--- src/rtl/wake_pkg.sv ---
package wake_pkg;

  // Qualified, enable-gated wake sources seen by the control
  typedef struct packed {
    logic extHit;
    logic linkHit;
    logic magicHit;
    logic monEn;
  } srcEvents_t;

  // Strobes from the control back to the datapath
  typedef struct packed {
    logic wakeFire;
  } ctrlStrobe_t;

  typedef enum logic {
    ST_ARMED = 1'b0,
    ST_SPENT = 1'b1
  } armState_t;

endpackage

--- src/rtl/wake_datapath.sv ---
module wake_datapath
  import wake_pkg::*;
#(
  parameter int SYNC_STAGES = 2,
  parameter int MIN_LOW     = 3,
  parameter int REG_W       = 8,
  parameter int EN_BITS     = 3
) (
  input  logic             clk,
  input  logic             rstN,
  input  logic             extWakeN,
  input  logic             linkUp,
  input  logic             magicPulse,
  input  logic             hsMode,
  input  logic             regWrEn,
  input  logic [REG_W-1:0] regWrData,
  input  ctrlStrobe_t      ctrl,
  output srcEvents_t       srcEvt,
  output logic [REG_W-1:0] regRdData,
  output logic             wakeReq
);

  localparam int CNT_W = $clog2(MIN_LOW + 1);
  localparam logic [CNT_W-1:0] CNT_LAST = CNT_W'(MIN_LOW - 1);
  localparam logic [CNT_W-1:0] CNT_SAT  = CNT_W'(MIN_LOW);
  localparam int PAD_W = REG_W - EN_BITS - 5;

  logic [SYNC_STAGES-1:0] syncChain;
  logic                   extSync;
  logic [CNT_W-1:0]       lowCnt;
  logic                   linkPrev;
  logic [EN_BITS-1:0]     monReg;
  logic                   unusedWrBits;

  // Synchronizer chain for the asynchronous wake pin (idles high)
  generate
    if (SYNC_STAGES == 1) begin : g_sync1
      always_ff @(posedge clk or negedge rstN) begin
        if (!rstN) syncChain <= '1;
        else       syncChain <= extWakeN;
      end
    end else begin : g_syncN
      always_ff @(posedge clk or negedge rstN) begin
        if (!rstN) syncChain <= '1;
        else       syncChain <= {syncChain[SYNC_STAGES-2:0], extWakeN};
      end
    end
  endgenerate

  assign extSync = syncChain[SYNC_STAGES-1];

  // Consecutive-low counter, saturating
  always_ff @(posedge clk or negedge rstN) begin
    if (!rstN)              lowCnt <= '0;
    else if (extSync)       lowCnt <= '0;
    else if (lowCnt != CNT_SAT) lowCnt <= lowCnt + 1'b1;
  end

  always_ff @(posedge clk or negedge rstN) begin
    if (!rstN) linkPrev <= 1'b0;
    else       linkPrev <= linkUp;
  end

  // Monitor register: only the enable field is stored
  always_ff @(posedge clk or negedge rstN) begin
    if (!rstN)        monReg <= '0;
    else if (regWrEn) monReg <= regWrData[EN_BITS-1:0];
  end

  assign unusedWrBits = ^regWrData[REG_W-1:EN_BITS];

  always_comb begin
    srcEvt.extHit   = !extSync && (lowCnt == CNT_LAST);
    srcEvt.linkHit  = linkUp && !linkPrev && monReg[1];
    srcEvt.magicHit = magicPulse && monReg[2];
    srcEvt.monEn    = monReg[0];
  end

  generate
    if (PAD_W > 0) begin : g_pad
      assign regRdData = {3'b101, hsMode, {PAD_W{1'b0}}, 1'b0, monReg};
    end else begin : g_nopad
      assign regRdData = {3'b101, hsMode, 1'b0, monReg};
    end
  endgenerate

  always_ff @(posedge clk or negedge rstN) begin
    if (!rstN) wakeReq <= 1'b0;
    else       wakeReq <= ctrl.wakeFire;
  end

endmodule

--- src/rtl/wake_control.sv ---
module wake_control
  import wake_pkg::*;
(
  input  logic        clk,
  input  logic        rstN,
  input  logic        suspendIn,
  input  logic        supportOk,
  input  srcEvents_t  srcEvt,
  output ctrlStrobe_t ctrl
);

  armState_t state;
  logic      anyHit;

  assign anyHit = srcEvt.extHit || srcEvt.linkHit || srcEvt.magicHit;

  always_comb begin
    ctrl.wakeFire = (state == ST_ARMED) && suspendIn && supportOk &&
                    srcEvt.monEn && anyHit;
  end

  always_ff @(posedge clk or negedge rstN) begin
    if (!rstN)              state <= ST_ARMED;
    else if (!suspendIn)    state <= ST_ARMED;
    else if (ctrl.wakeFire) state <= ST_SPENT;
  end

endmodule

--- src/rtl/wake_monitor_top.sv ---
module wake_monitor_top
  import wake_pkg::*;
#(
  parameter int SYNC_STAGES = 2,
  parameter int MIN_LOW     = 3,
  parameter int FLAG_W      = 16,
  parameter int RW_BIT      = 2
) (
  input  logic              clk,
  input  logic              rstN,
  input  logic              extWakeN,
  input  logic              linkUp,
  input  logic              magicPulse,
  input  logic              suspendIn,
  input  logic              hsMode,
  input  logic [FLAG_W-1:0] eeFlags,
  input  logic              regWrEn,
  input  logic [7:0]        regWrData,
  output logic [7:0]        regRdData,
  output logic              wakeReq
);

  srcEvents_t  srcEvt;
  ctrlStrobe_t ctrl;
  logic        supportOk;
  logic        unusedFlags;

  assign supportOk   = eeFlags[RW_BIT];
  assign unusedFlags = ^eeFlags;

  wake_datapath #(
    .SYNC_STAGES(SYNC_STAGES),
    .MIN_LOW    (MIN_LOW),
    .REG_W      (8),
    .EN_BITS    (3)
  ) u_dp (
    .clk       (clk),
    .rstN      (rstN),
    .extWakeN  (extWakeN),
    .linkUp    (linkUp),
    .magicPulse(magicPulse),
    .hsMode    (hsMode),
    .regWrEn   (regWrEn),
    .regWrData (regWrData),
    .ctrl      (ctrl),
    .srcEvt    (srcEvt),
    .regRdData (regRdData),
    .wakeReq   (wakeReq)
  );

  wake_control u_ctl (
    .clk      (clk),
    .rstN     (rstN),
    .suspendIn(suspendIn),
    .supportOk(supportOk),
    .srcEvt   (srcEvt),
    .ctrl     (ctrl)
  );

endmodule

--- config.mk ---
export PLATFORM = sky130hd
export DESIGN_NAME = wake_monitor_top
export DESIGN_NICKNAME = d
export VERILOG_FILES = /design/src/rtl/wake_pkg.sv /design/src/rtl/wake_datapath.sv /design/src/rtl/wake_control.sv /design/src/rtl/wake_monitor_top.sv
export SDC_FILE = /design/constraint.sdc
export NUM_CORES = 1
export LEC_CHECK = 0
export BUFFER_PORTS_ARGS = -buffer_cell sky130_fd_sc_hd__buf_2
export CORE_MARGIN = 2
export CORE_UTILIZATION = 34
export DETAILED_ROUTE_END_ITERATION = 12
export PLACE_DENSITY = 0.75
export SETUP_SLACK_MARGIN = 0.5
export SYNTH_ARGS = -nofsm -noshare
export SYNTH_HDL_FRONTEND = slang
export SYNTH_HIERARCHICAL = 1
export SYNTH_SLANG_ARGS = --single-unit
--- constraint.sdc ---
create_clock -name clk -period 1.54 [get_ports clk]
set_input_delay 0.385 -clock clk [delete_from_list [all_inputs] [get_ports clk]]
set_output_delay 0.385 -clock clk [all_outputs]
set_load 0.05 [all_outputs]
Word-level counts from Yosys, hierarchy flattened
Index checks and enable logic that the tools add are counted.
- flip-flop bits (word level): 10
- bits of input ports: 32
- output and inout bits: 9
- logic and storage cells: 28
- add/sub/neg operators: 1
- equality and inequality tests: 3
- multiplexer cells: 4
- bitwise logic cells: 1
- reductions and logical operators: 13
- operator list (cell ; count):
    1-bit logical AND ; 8
    2-bit two-way mux ; 2
    2-bit by 1-bit adder with 2-bit output, second input constant ; 1
    2-bit == test, second input constant ; 1
    1-bit zero test ; 2
    1-bit logical OR ; 2
    1-bit two-way mux ; 2
    2-bit by 1-bit inequality test with 1-bit output, second input constant ; 1
    2-bit inequality test, second input constant ; 1
    2-bit nonzero test ; 1
    1-bit NOT ; 1

Depth between registers and ports, before layout
Gate-level depths: netlist (run 1).
- word-level depth: 8
- gate-level depth with buffers: 5
- gate-level depth less buffers: 5

Hierarchy
Netlist (run 1), hierarchy kept.
- by module, submodules not included (module ; instances ; cells each ; area an instance (µm²) ; sequential area each (µm²)):
    wake_datapath ; 1 ; 32 ; 394.1 ; 227.7
    wake_control ; 1 ; 6 ; 53.8 ; 25.0

Least setup slack after synthesis (run 1)
Ideal clock, no wire load.
- path type: reg-to-reg
- start: register u_dp.monReg[1]
- end: register u_ctl.state
- library setup time: 0.125 ns
- data arrival time: 0.988 ns
- required time: 1.415 ns
- path slack: 0.427 ns
- stages on the path, launching flop included: 5
- path buffers: 0
- period minus slack after synthesis: 1.113 ns
- cells stage by stage: dfrtp_1 > nand2_1 > nor2_1 > nor3_2 > o21ai_1
- RTL lines (item ; line ; text):
    start, declared ; wake_datapath.sv:32 ; logic [EN_BITS-1:0] monReg;
    start signal, assigned ; wake_datapath.sv:67 ; else if (regWrEn) monReg <= regWrData[EN_BITS-1:0];
    end signal, assigned ; wake_control.sv:23 ; if (!rstN) state <= ST_ARMED;
    end signal, assigned ; wake_control.sv:24 ; else if (!suspendIn) state <= ST_ARMED;
    end signal, assigned ; wake_control.sv:25 ; else if (ctrl.wakeFire) state <= ST_SPENT;
    end, declared ; wake_control.sv:12 ; armState_t state;

Final worst setup path (run 1)
- start: register u_dp.monReg[1]
- end: output port regRdData[1]
- RTL lines (item ; line ; text):
    end, declared ; wake_monitor_top.sv:19 ; output logic [7:0] regRdData,
No word-level cell between the ends.

==> reports/metrics.cfg, run 1 <==
[routing]
ant_nets=0
vias=300
wirelength_um=771
dr.pass1.iters=4
initialDrtViolationCount=4
drc=0
avgViaCountPerCell=4.29
wl_per_cell_um=11.0

[timing]
fmax_mhz=821
timing.final.crit_share_pct=79.1
hold_violations=0
grt_setup_unrepaired=true
drv_slew=0
tns_ns=0
clock_skew_ns=0.000633
setup_viol=0
min_period_ns=1.22

[layout]
final_nets=90
fillers=122
multiInputGateArea_um2=186
num_antenna_cells=0
drive_gt1_share_pct=61.8
post-route-util_pct=49.0
seqCellArea_um2=256
layout-area-overhead-vs-synth_pct=38.8

[power_and_ir_drop]
p_int_w=0.000518
vdd_drop_max_mv=0.508
pwr-share-seq_pct=43.7
switchingPower_w=0.000220
clkPwrFrac_pct=31.4
swShare_pct=29.8
power_density_nw_per_um2=1190
p_leak_nw=0.290
p_comb_share_pct=24.8

[min_path]
hold_path_class=in2reg
hold_start=extWakeN
min_to=u_dp/syncChain[0]
worstHoldPathCells=1

[flow_run]
maxCapViolCount=0

[clocking]
cts_made_buffers=3
ctsLongestPathBuffers=2
cts_tree=yes
cts.sinks=10
root_buffer=clkbuf_4
insertion_delay_ns=0.26
cts-htree-levels=1
path_clk_slew_ns=0.07

[synthesis]
synth_common_cells=dfrtp_1 (8), buf_4 (6), mux2_2 (3), nand2_1 (3)
synth_compound_area_share_pct=3.07
ys_seq_area_share_pct=56.4
synth_edf_count=0
synth_area_leaders=dfrtp_1 (45%), dfstp_2 (12%), buf_4 (10%)
synth_top_family_by_area=simple AND/OR/NAND/NOR gates
yosys.area_share.simple_pct=12.8
synth-adder-area-share_pct=5.59
yosysWarnings=6
ys_types=18
synthCells=38
synth.top_cell.area_share_pct=44.7
synth_ff_type=dfrtp_1
yosysTopAreaCell=dfrtp_1
syn_avg_cell_area_um2=11.8
yosys.area_share.xor_xnor_pct=1.96
synth_most_common_cell=dfrtp_1
ys_ff_latch=10
async_flop_share_pct=100
synthesis.area_um2=448
synth_mux_area_share_pct=7.54

[worst_setup_path]
cp_cell_sequence=buf_6
critPathBufInv=1
cp.required_ns=1.15
reg2reg_depth=3
cp.arrival_ns=0.83
crit_path_max_incr_delay_ns=0.42
worstSetupStartpointType=flop
critPathCaptureType=output pin
reg2reg_from=u_dp/lowCnt[1]
cp_max_fo=3
r2r_end=u_dp/lowCnt[1]
critPathSlowestCell=dfrtp_2
worst-setup-path-type=reg2out
reg2reg_slack_ns=0.40
crit_family=flip-flops

[grt]
grt_usage_pct=11.6
grt_max_degree=11
grt_pass1_wl_mm=1.12
grt_overflow=0
antenna_found_initial=0
first_global_vias=272

[place]
routabilityCongestion=0.665
io_buffer_count=14
place_hpwl_um=585

[die]
num_io_pins=41
num_rows=13
die-area_um2=1620
die_y_um=40.3
core_area_um2=1270
die_width_um=40.3
initial_core_util_pct=35.3

[run_status]
outcome=complete, no violations

kinds of logic (layout without fill, tap and decap cells):
| kind of cell | after synthesis | in the layout |
|---|---|---|
| other | 2 | 4 |
| buffers and inverters | 7 | 22 |
| XOR/XNOR | 1 | 1 |
| flip-flops | 10 | 10 |
| AND/OR/NAND/NOR | 11 | 11 |
| multiplexers | 3 | 3 |
| AO/OA/AOI/OAI | 2 | 2 |
| adder cells (fa/ha/maj) | 2 | 2 |
stage by stage:
stage,instances,cell area [µm²],hold slack [ns],setup slack (ns),power [W]
2_1_floorplan,40,459,0.0894,0.490,0.000437
3_3_place_gp,63,503,0.252,0.426,0.000451
3_5_place_dp,63,503,0.250,0.395,0.000463
4_1_cts,70,589,0.209,0.308,0.000726
5_1_grt,70,622,0.203,0.298,0.000785
6_report,70,622,0.220,0.321,0.000738
metal layers:
| metal | part of all wire [%] | global-route usage [%] | vias to the layer above | wire length, µm |
|---|---|---|---|---|
| li1 | - | - | 147 | - |
| met3 | 8.3 | 2.22 | 0 | 64 |
| met4 | 0 | 10.0 | 0 | 0 |
| met1 | 36 | 12.3 | 134 | 280 |
| met2 | 55 | 19.4 | 19 | 425 |
| met5 | 0 | 0 | - | 0 |
timing repair:
item / in CTS / in global routing
setup endpoints to repair: 7 / 8
pin swaps: 4 / 3
gates cloned: 0 / 0
resized for setup: 8 / 6
endpoints found under the hold margin: 8 / 0
buffers inserted: 2 / 0
hold buffers: 1 / 0
how the worst max path moves through the flow:
stage | start | end | slack, ns | cells past startpoint
after floorplan | u_dp/lowCnt[0] | u_dp/lowCnt[1] | 0.49 | 4
after global placement | u_dp/lowCnt[0] | u_ctl/state | 0.43 | 5
after detailed placement | u_dp/lowCnt[0] | u_dp/lowCnt[1] | 0.39 | 4
after CTS | u_dp/monReg[2] | regRdData[2] | 0.31 | 1
after global routing | u_dp/monReg[2] | regRdData[2] | 0.30 | 1
final | u_dp/monReg[1] | regRdData[1] | 0.32 | 1
area by class of cell:
| class | count | area share, % |
|---|---|---|
| clock buffer | 4 | 5.84 |
| multi-input combinational | 23 | 30.0 |
| tap | 15 | 3.02 |
| sequential | 10 | 41.2 |
| timing repair buffer | 17 | 19.3 |
| inverter | 1 | 0.604 |
placed cells by master, fill, tap and decap left out:
master / n
nor3_2: 1
nor2_1: 2
xor2_1: 1
dfrtp_1: 5
and2_1: 1
buf_6: 4
or2_1: 1
a21oi_2: 1
o21ai_1: 1
dfrtp_2: 3
clkbuf_8: 1
mux2_2: 3
nor3_1: 1
nand2_1: 3
nor2b_4: 1
conb_1: 4
clkbuf_4: 3
ha_4: 2
nand3_1: 1
inv_2: 1
dfstp_2: 2
buf_2: 10
dlygate4sd3_1: 1
buf_4: 2
registers in the layout, summed over array words and instances (netlist names):
signal          count
u_dp/monReg         3
u_dp/lowCnt         2
u_dp/syncChain      2
u_ctl/state         1
u_dp/linkPrev       1
u_dp/wakeReq        1
power by group through the flow:
stage	registers (W)	clock network [W]	logic (W)
6_report	0.000323	0.000232	0.000183
5_1_grt	0.000327	0.000256	0.000203
4_1_cts	0.000313	0.000242	0.000171
3_5_place_dp	0.000317	0	0.000146
3_3_place_gp	0.000314	0	0.000137
2_1_floorplan	0.000345	0	0.0000915
Power figures use the tool's default switching activity.
==> inputs of run 2 (changes only) <==
Settings changed: CORE_UTILIZATION 34 to 31, PLACE_DENSITY 0.75 to 0.72.
Clock period 1.54 ns to 1.1 ns, I/O delays scaled along.
==> run 2 against run 1 <==
Compared with the run above:
- the flow now finishes with violations (hold timing, setup timing)
- first-iteration DRC count stayed put
- hold slack worse by 0.35 ns
- clock skew is 0.00097 ns higher
- non-clock buffer count is 1 higher
- sequential power is 37% higher
- cell area is 3.4% higher
- highest routed layer unchanged
- sequential share of layout area is 1.2 points lower
==> reports/metrics.cfg, run 2 (synthesized netlist as in run 1, its figures left out) <==
[run_status]
outcome=finished, violations left  ; was complete, no violations
failed_checks=hold timing, setup timing

[clocking]
path_clk_slew_ns=0.06  ; was 0.07 ns
ctsLongestPathBuffers=2  ; unchanged
cts_tree=yes  ; unchanged
cts-htree-levels=1  ; unchanged
root_buffer=clkbuf_4  ; unchanged
insertion_delay_ns=0.25  ; was 0.26 ns
cts.sinks=10  ; unchanged
cts_made_buffers=3  ; unchanged

[timing]
tns_ns=-0.0230  ; was 0 ns
drv_slew=0  ; unchanged
min_period_ns=1.11
timing.final.crit_share_pct=101
grt_setup_unrepaired=true  ; unchanged
clock_skew_ns=0.00161  ; was 0.000633 ns
setup_viol=4  ; was 0
fmax_mhz=897
fin_hold_ws_ns=-0.131  ; was 0.220 ns
fin_ws_ns=-0.0147  ; was 0.321 ns
hold_violations=8  ; was 0

[power_and_ir_drop]
vdd_drop_max_mv=0.863  ; was 0.508 mV
clkPwrFrac_pct=30.4  ; was 31.4%
pwr-share-seq_pct=42.7  ; was 43.7%
swShare_pct=28.3  ; was 29.8%
p_comb_share_pct=26.9  ; was 24.8%
p_int_w=0.000741  ; was 0.000518 W
switchingPower_w=0.000293  ; was 0.000220 W
power_w=0.00103  ; was 0.000738 W
power_density_nw_per_um2=1610  ; was 1190 nW/µm²
p_leak_nw=0.315  ; was 0.290 nW

[worst_setup_path]
worst-setup-path-type=reg2out  ; unchanged
r2r_end=u_dp/lowCnt[1]  ; unchanged
critPathBufInv=1  ; unchanged
worstSetupStartpointType=flop  ; unchanged
critPathCaptureType=output pin  ; unchanged
crit_path_max_incr_delay_ns=0.43  ; was 0.42 ns
reg2reg_from=u_dp/lowCnt[1]  ; unchanged
cp.arrival_ns=0.84  ; was 0.83 ns
reg2reg_slack_ns=0  ; was 0.40 ns
reg2reg_depth=3  ; unchanged
critPathSlowestCell=dfrtp_2  ; unchanged
path_depth=1  ; unchanged
crit_family=flip-flops  ; unchanged
cp_max_fo=2  ; was 3
cp_cell_sequence=buf_8  ; was buf_6
cp.required_ns=0.82  ; was 1.15 ns

[grt]
grt_pass1_wl_mm=1.30  ; was 1.12 mm
grt_overflow=0  ; unchanged
grt_max_degree=11  ; unchanged
antenna_found_initial=0  ; unchanged
grt_usage_pct=9.65  ; was 11.6%
first_global_vias=327  ; was 272

[layout]
final_cell_mix=buf_2 (10), buf_6 (5), dfrtp_1 (4), conb_1 (4), dfrtp_2 (4)  ; was buf_2 (10), dfrtp_1 (5), buf_6 (4), conb_1 (4)
final_nets=91  ; was 90
top_register=u_dp/monReg  ; unchanged
layout_commonest_cell=buf_2  ; unchanged
post-route-util_pct=48.8  ; was 49.0%
fillers=118  ; was 122
num_antenna_cells=0  ; unchanged
layout-area-overhead-vs-synth_pct=43.6  ; was 38.8%
top_regs=u_dp/monReg (3), u_dp/lowCnt (2), u_dp/syncChain (2)  ; unchanged
drive_gt1_share_pct=64.3  ; was 61.8%
largest_reg_flops=3  ; unchanged

[place]
place_hpwl_um=530  ; was 585 µm
dp_slack_ns=-0.0172  ; was 0.395 ns
io_buffer_count=14  ; unchanged
routabilityCongestion=0.630  ; was 0.665

[flow_run]
maxCapViolCount=0  ; unchanged

[die]
num_io_pins=41  ; unchanged
initial_core_util_pct=34.0  ; was 35.3%
die-area_um2=1760  ; was 1620 µm²
die_y_um=42.0  ; was 40.3 µm
core_area_um2=1320  ; was 1270 µm²
die_width_um=42.0  ; was 40.3 µm
num_rows=13  ; unchanged

[routing]
wirelength_um=791  ; was 771 µm
wl_per_cell_um=11.1  ; was 11.0 µm
dr.pass1.iters=4  ; unchanged
vias=317  ; was 300
drc=0  ; unchanged
ant_nets=0  ; unchanged
initialDrtViolationCount=4  ; unchanged
avgViaCountPerCell=4.46  ; was 4.29

[min_path]
hold_path_class=in2async  ; was in2reg

==> run 2: cell types whose count changed in the layout (fill, tap and decap cells not counted), moves of 2 or more <==
cell	before	now
buf_8	0	2
ha_1	0	2
ha_4	2	0
mux2_2	3	1
mux2_4	0	2
==> run 2: worst max path at each step <==
stage | slack, ns | endpoint | from
2_1_floorplan | 0.05 | u_dp/lowCnt[1] | u_dp/lowCnt[0]
3_3_place_gp | 0.02 | u_dp/lowCnt[1] | u_dp/lowCnt[0]
3_5_place_dp | -0.02 | u_dp/lowCnt[1] | u_dp/lowCnt[0]
4_1_cts | -0.01 | u_dp/lowCnt[1] | u_dp/lowCnt[1]
5_1_grt | -0.06 | u_dp/lowCnt[1] | u_dp/lowCnt[0]
6_report | -0.01 | regRdData[0] | u_dp/monReg[0]
==> run 2: final cells by class <==
type | count | area (µm²) | area share [%]
multi-input cells | 23 | 183 | 28.4
inverters | 1 | 3.75 | 0.584
repair buffers | 18 | 144 | 22.4
well taps | 15 | 18.8 | 2.92
clock buffers | 4 | 36.3 | 5.64
flip-flops and latches | 10 | 258 | 40.1
==> run 2: stage by stage <==
stage | hold WS (ns) | instances | instance area (µm²)
finish | -0.131 | 71 | 643
global placement | 0.142 | 63 | 507
CTS | -0.131 | 70 | 606
floorplan | -0.0206 | 40 | 475
global route | -0.120 | 71 | 643
detailed placement | 0.146 | 63 | 507
==> run 2: power by group through the flow <==
| stage | Sequential, W | Clock (W) | Combinational (W) |
|---|---|---|---|
| 6_report | 0.000441 | 0.000314 | 0.000278 |
| 5_1_grt | 0.000445 | 0.000340 | 0.000299 |
| 4_1_cts | 0.000439 | 0.000324 | 0.000248 |
| 3_5_place_dp | 0.000443 | 0 | 0.000200 |
| 3_3_place_gp | 0.000440 | 0 | 0.000195 |
| 2_1_floorplan | 0.000484 | 0 | 0.000135 |
==> run 2: timing repair <==
item                                    CTS  global route
endpoints found under the setup margin   11            11
pin swaps                                 1             3
buffers inserted                          3             1
gates cloned                              0             0
resized for setup                        12             7
hold endpoints to repair                  8             8
==> run 2: routing by layer <==
metal | vias up | global-route usage [%] | part of all wire, %
met3 | 0 | 1.72 | 9.0
met4 | 0 | 5.63 | 0
met5 | - | 0 | 0
met1 | 154 | 9.54 | 34
met2 | 17 | 18.4 | 57
li1 | 146 | - | -
==> inputs of run 3 (changes only) <==
Clock period 1.1 ns to 0.9 ns, I/O delays scaled along.
==> run 3 against run 2 <==
Compared with the run above:
- the flow still finishes with violations (hold timing, setup timing)
- first-iteration DRC count down 75%
- core utilization decreased by 0.66 points
- worst setup slack worse by 0.18 ns
- clock skew decreased by 0.0012 ns
- largest cell class unchanged
- sequential share of layout area grew 0.55 points
- clock-buffer cell count did not move
- sequential power rose by 22%
==> reports/metrics.cfg, run 3 (synthesized netlist as in run 1, its figures left out) <==
[worst_setup_path]
worstSetupStartpointType=flop  ; unchanged
reg2reg_from=u_dp/lowCnt[0]  ; was u_dp/lowCnt[1]
reg2reg_depth=4  ; was 3
cp.arrival_ns=1.29  ; was 0.84 ns
cp_cell_sequence=inv_1 > ha_1 > or2_1 > a21oi_2  ; was buf_8
reg2reg_slack_ns=-0.20  ; was 0 ns
critPathCaptureType=flop  ; was output pin
crit_family=flip-flops  ; unchanged
crit_path_max_incr_delay_ns=0.38  ; was 0.43 ns
worst-setup-path-type=reg2reg  ; was reg2out
r2r_end=u_dp/lowCnt[1]  ; unchanged
critPathBufInv=1  ; unchanged
cp_max_fo=3  ; was 2
critPathSlowestCell=dfrtp_1  ; was dfrtp_2
cp.required_ns=1.09  ; was 0.82 ns

[die]
core_area_um2=1320  ; unchanged
die_width_um=42.0  ; unchanged
num_rows=13  ; unchanged
initial_core_util_pct=34.0  ; unchanged
num_io_pins=41  ; unchanged
die-area_um2=1760  ; unchanged
die_y_um=42.0  ; unchanged

[min_path]
hold_path_class=in2async  ; unchanged

[timing]
tns_ns=-1.26  ; was -0.0230 ns
clock_skew_ns=0.000441  ; was 0.00161 ns
fmax_mhz=911
fin_ws_ns=-0.197  ; was -0.0147 ns
drv_slew=0  ; unchanged
min_period_ns=1.10
timing.final.crit_share_pct=122
setup_viol=10  ; was 4
hold_violations=8  ; unchanged
fin_hold_ws_ns=-0.191  ; was -0.131 ns
grt_setup_unrepaired=true  ; unchanged

[layout]
top_register=u_dp/monReg  ; unchanged
drive_gt1_share_pct=63.2  ; was 64.3%
multiInputGateArea_um2=174  ; was 183 µm²
final_cell_area_um2=634  ; was 643 µm²
num_antenna_cells=0  ; unchanged
largest_reg_flops=3  ; unchanged
layout-area-overhead-vs-synth_pct=41.6  ; was 43.6%
final_cell_mix=buf_2 (10), buf_6 (7), dfrtp_1 (4), conb_1 (4), dfrtp_2 (4)  ; was buf_2 (10), buf_6 (5), dfrtp_1 (4), conb_1 (4), dfrtp_2 (4)
seqCellArea_um2=258  ; unchanged
final_nets=92  ; was 91
fillers=125  ; was 118
layout_commonest_cell=buf_2  ; unchanged
top_regs=u_dp/monReg (3), u_dp/lowCnt (2), u_dp/syncChain (2)  ; unchanged

[place]
routabilityCongestion=0.610  ; was 0.630
io_buffer_count=14  ; unchanged
dpl-instance-area_um2=522  ; was 507 µm²
place_hpwl_um=573  ; was 530 µm

[grt]
grt_most_used_layer=met2  ; unchanged
grt_use_met3_pct=1.72  ; unchanged
antenna_found_initial=0  ; unchanged
first_global_vias=307  ; was 327
grt_pass1_wl_mm=1.26  ; was 1.30 mm
grt_max_degree=11  ; unchanged
grtUsageMet2_pct=18.8  ; was 18.4%
grt_usage_pct=9.77  ; was 9.65%
met1_usage_pct=8.82  ; was 9.54%
grt_overflow=0  ; unchanged

[clocking]
path_clk_slew_ns=0.06  ; about the same
cts_made_buffers=3  ; unchanged
cts.sinks=10  ; unchanged
ctsLongestPathBuffers=2  ; unchanged
insertion_delay_ns=0.26  ; was 0.25 ns
root_buffer=clkbuf_4  ; unchanged
cts_tree=yes  ; unchanged
cts-htree-levels=1  ; unchanged

[routing]
ant_nets=0  ; unchanged
dr.pass1.iters=3  ; was 4
avgViaCountPerCell=4.25  ; was 4.46
drc=0  ; unchanged
vias=306  ; was 317
wl_per_cell_um=10.8  ; was 11.1 µm
initialDrtViolationCount=1  ; was 4
wirelength_um=775  ; was 791 µm

[run_status]
failed_checks=hold timing, setup timing  ; unchanged
outcome=finished, violations left  ; unchanged

[power_and_ir_drop]
p_leak_nw=0.312  ; was 0.315 nW
power_density_nw_per_um2=1980  ; was 1610 nW/µm²
vdd_drop_max_mv=0.806  ; was 0.863 mV

[flow_run]
maxCapViolCount=0  ; unchanged

## run 3: cell count changes in the layout (fill, tap and decap cells not counted)
cell | before | now
mux2_2 | 1 | 2
nor3_1 | 0 | 1
buf_8 | 2 | 0
nor3_2 | 1 | 0
buf_6 | 5 | 7
buf_4 | 1 | 2
mux2_4 | 2 | 1
## run 3: worst max path at each step
stage / start / endpoint / cells after the start
floorplan: u_dp/lowCnt[0] / u_dp/lowCnt[1] / 4
global placement: u_dp/lowCnt[1] / u_dp/lowCnt[1] / 3
detailed placement: u_dp/lowCnt[0] / u_dp/lowCnt[1] / 4
CTS: u_dp/lowCnt[0] / u_dp/lowCnt[1] / 4
global route: u_dp/lowCnt[0] / u_dp/lowCnt[1] / 4
finish: u_dp/lowCnt[0] / u_dp/lowCnt[1] / 4
## run 3: power by group
part	internal (W)	switching, W
sequential	0.000501	0.0000360
combinational	0.000153	0.000176
clock	0.000245	0.000146
## run 3: what timing repair did
| item | 4_1_cts | 5_1_grt |
|---|---|---|
| pin swaps | 1 | 1 |
| endpoints found under the setup margin | 13 | 13 |
| endpoints found under the hold margin | 8 | 8 |
| resized for setup | 11 | 4 |
| setup buffers | 1 | 2 |
## run 3: layout make-up
class                      instances  area share [%]
multi-input combinational         23            27.4
inverter                           1           0.592
clock buffer                       4            5.72
tap                               15            2.96
timing repair buffer              19            22.7
sequential                        10            40.6
## run 3: through the flow
step	utilization [%]	hold WS (ns)	setup WS (ns)	total power, W	std cells
after global placement	39.6	0.0915	-0.176	0.000790	65
after global routing	48.1	-0.180	-0.259	0.00133	72
after detailed placement	39.6	0.0954	-0.198	0.000803	65
after CTS	45.7	-0.195	-0.208	0.00125	70
final	48.1	-0.191	-0.197	0.00126	72
after floorplan	-	-0.0706	-0.150	0.000756	40
## run 3: worst register-to-register path, delay by kind of cell (launching register included)
family	cells	cell delay, ns
flops	1	0.38
fa+ha+maj	1	0.25
simple gates	1	0.24
compound gates	1	0.11
buf+inv	1	0.05
## run 3: metal layers
metal	part of all wire, %	routed length (µm)	vias up
li1	-	-	148
met5	0	0	-
met1	34	265	139
met3	8.3	64	2
met2	55	429	17
met4	2.1	16	0
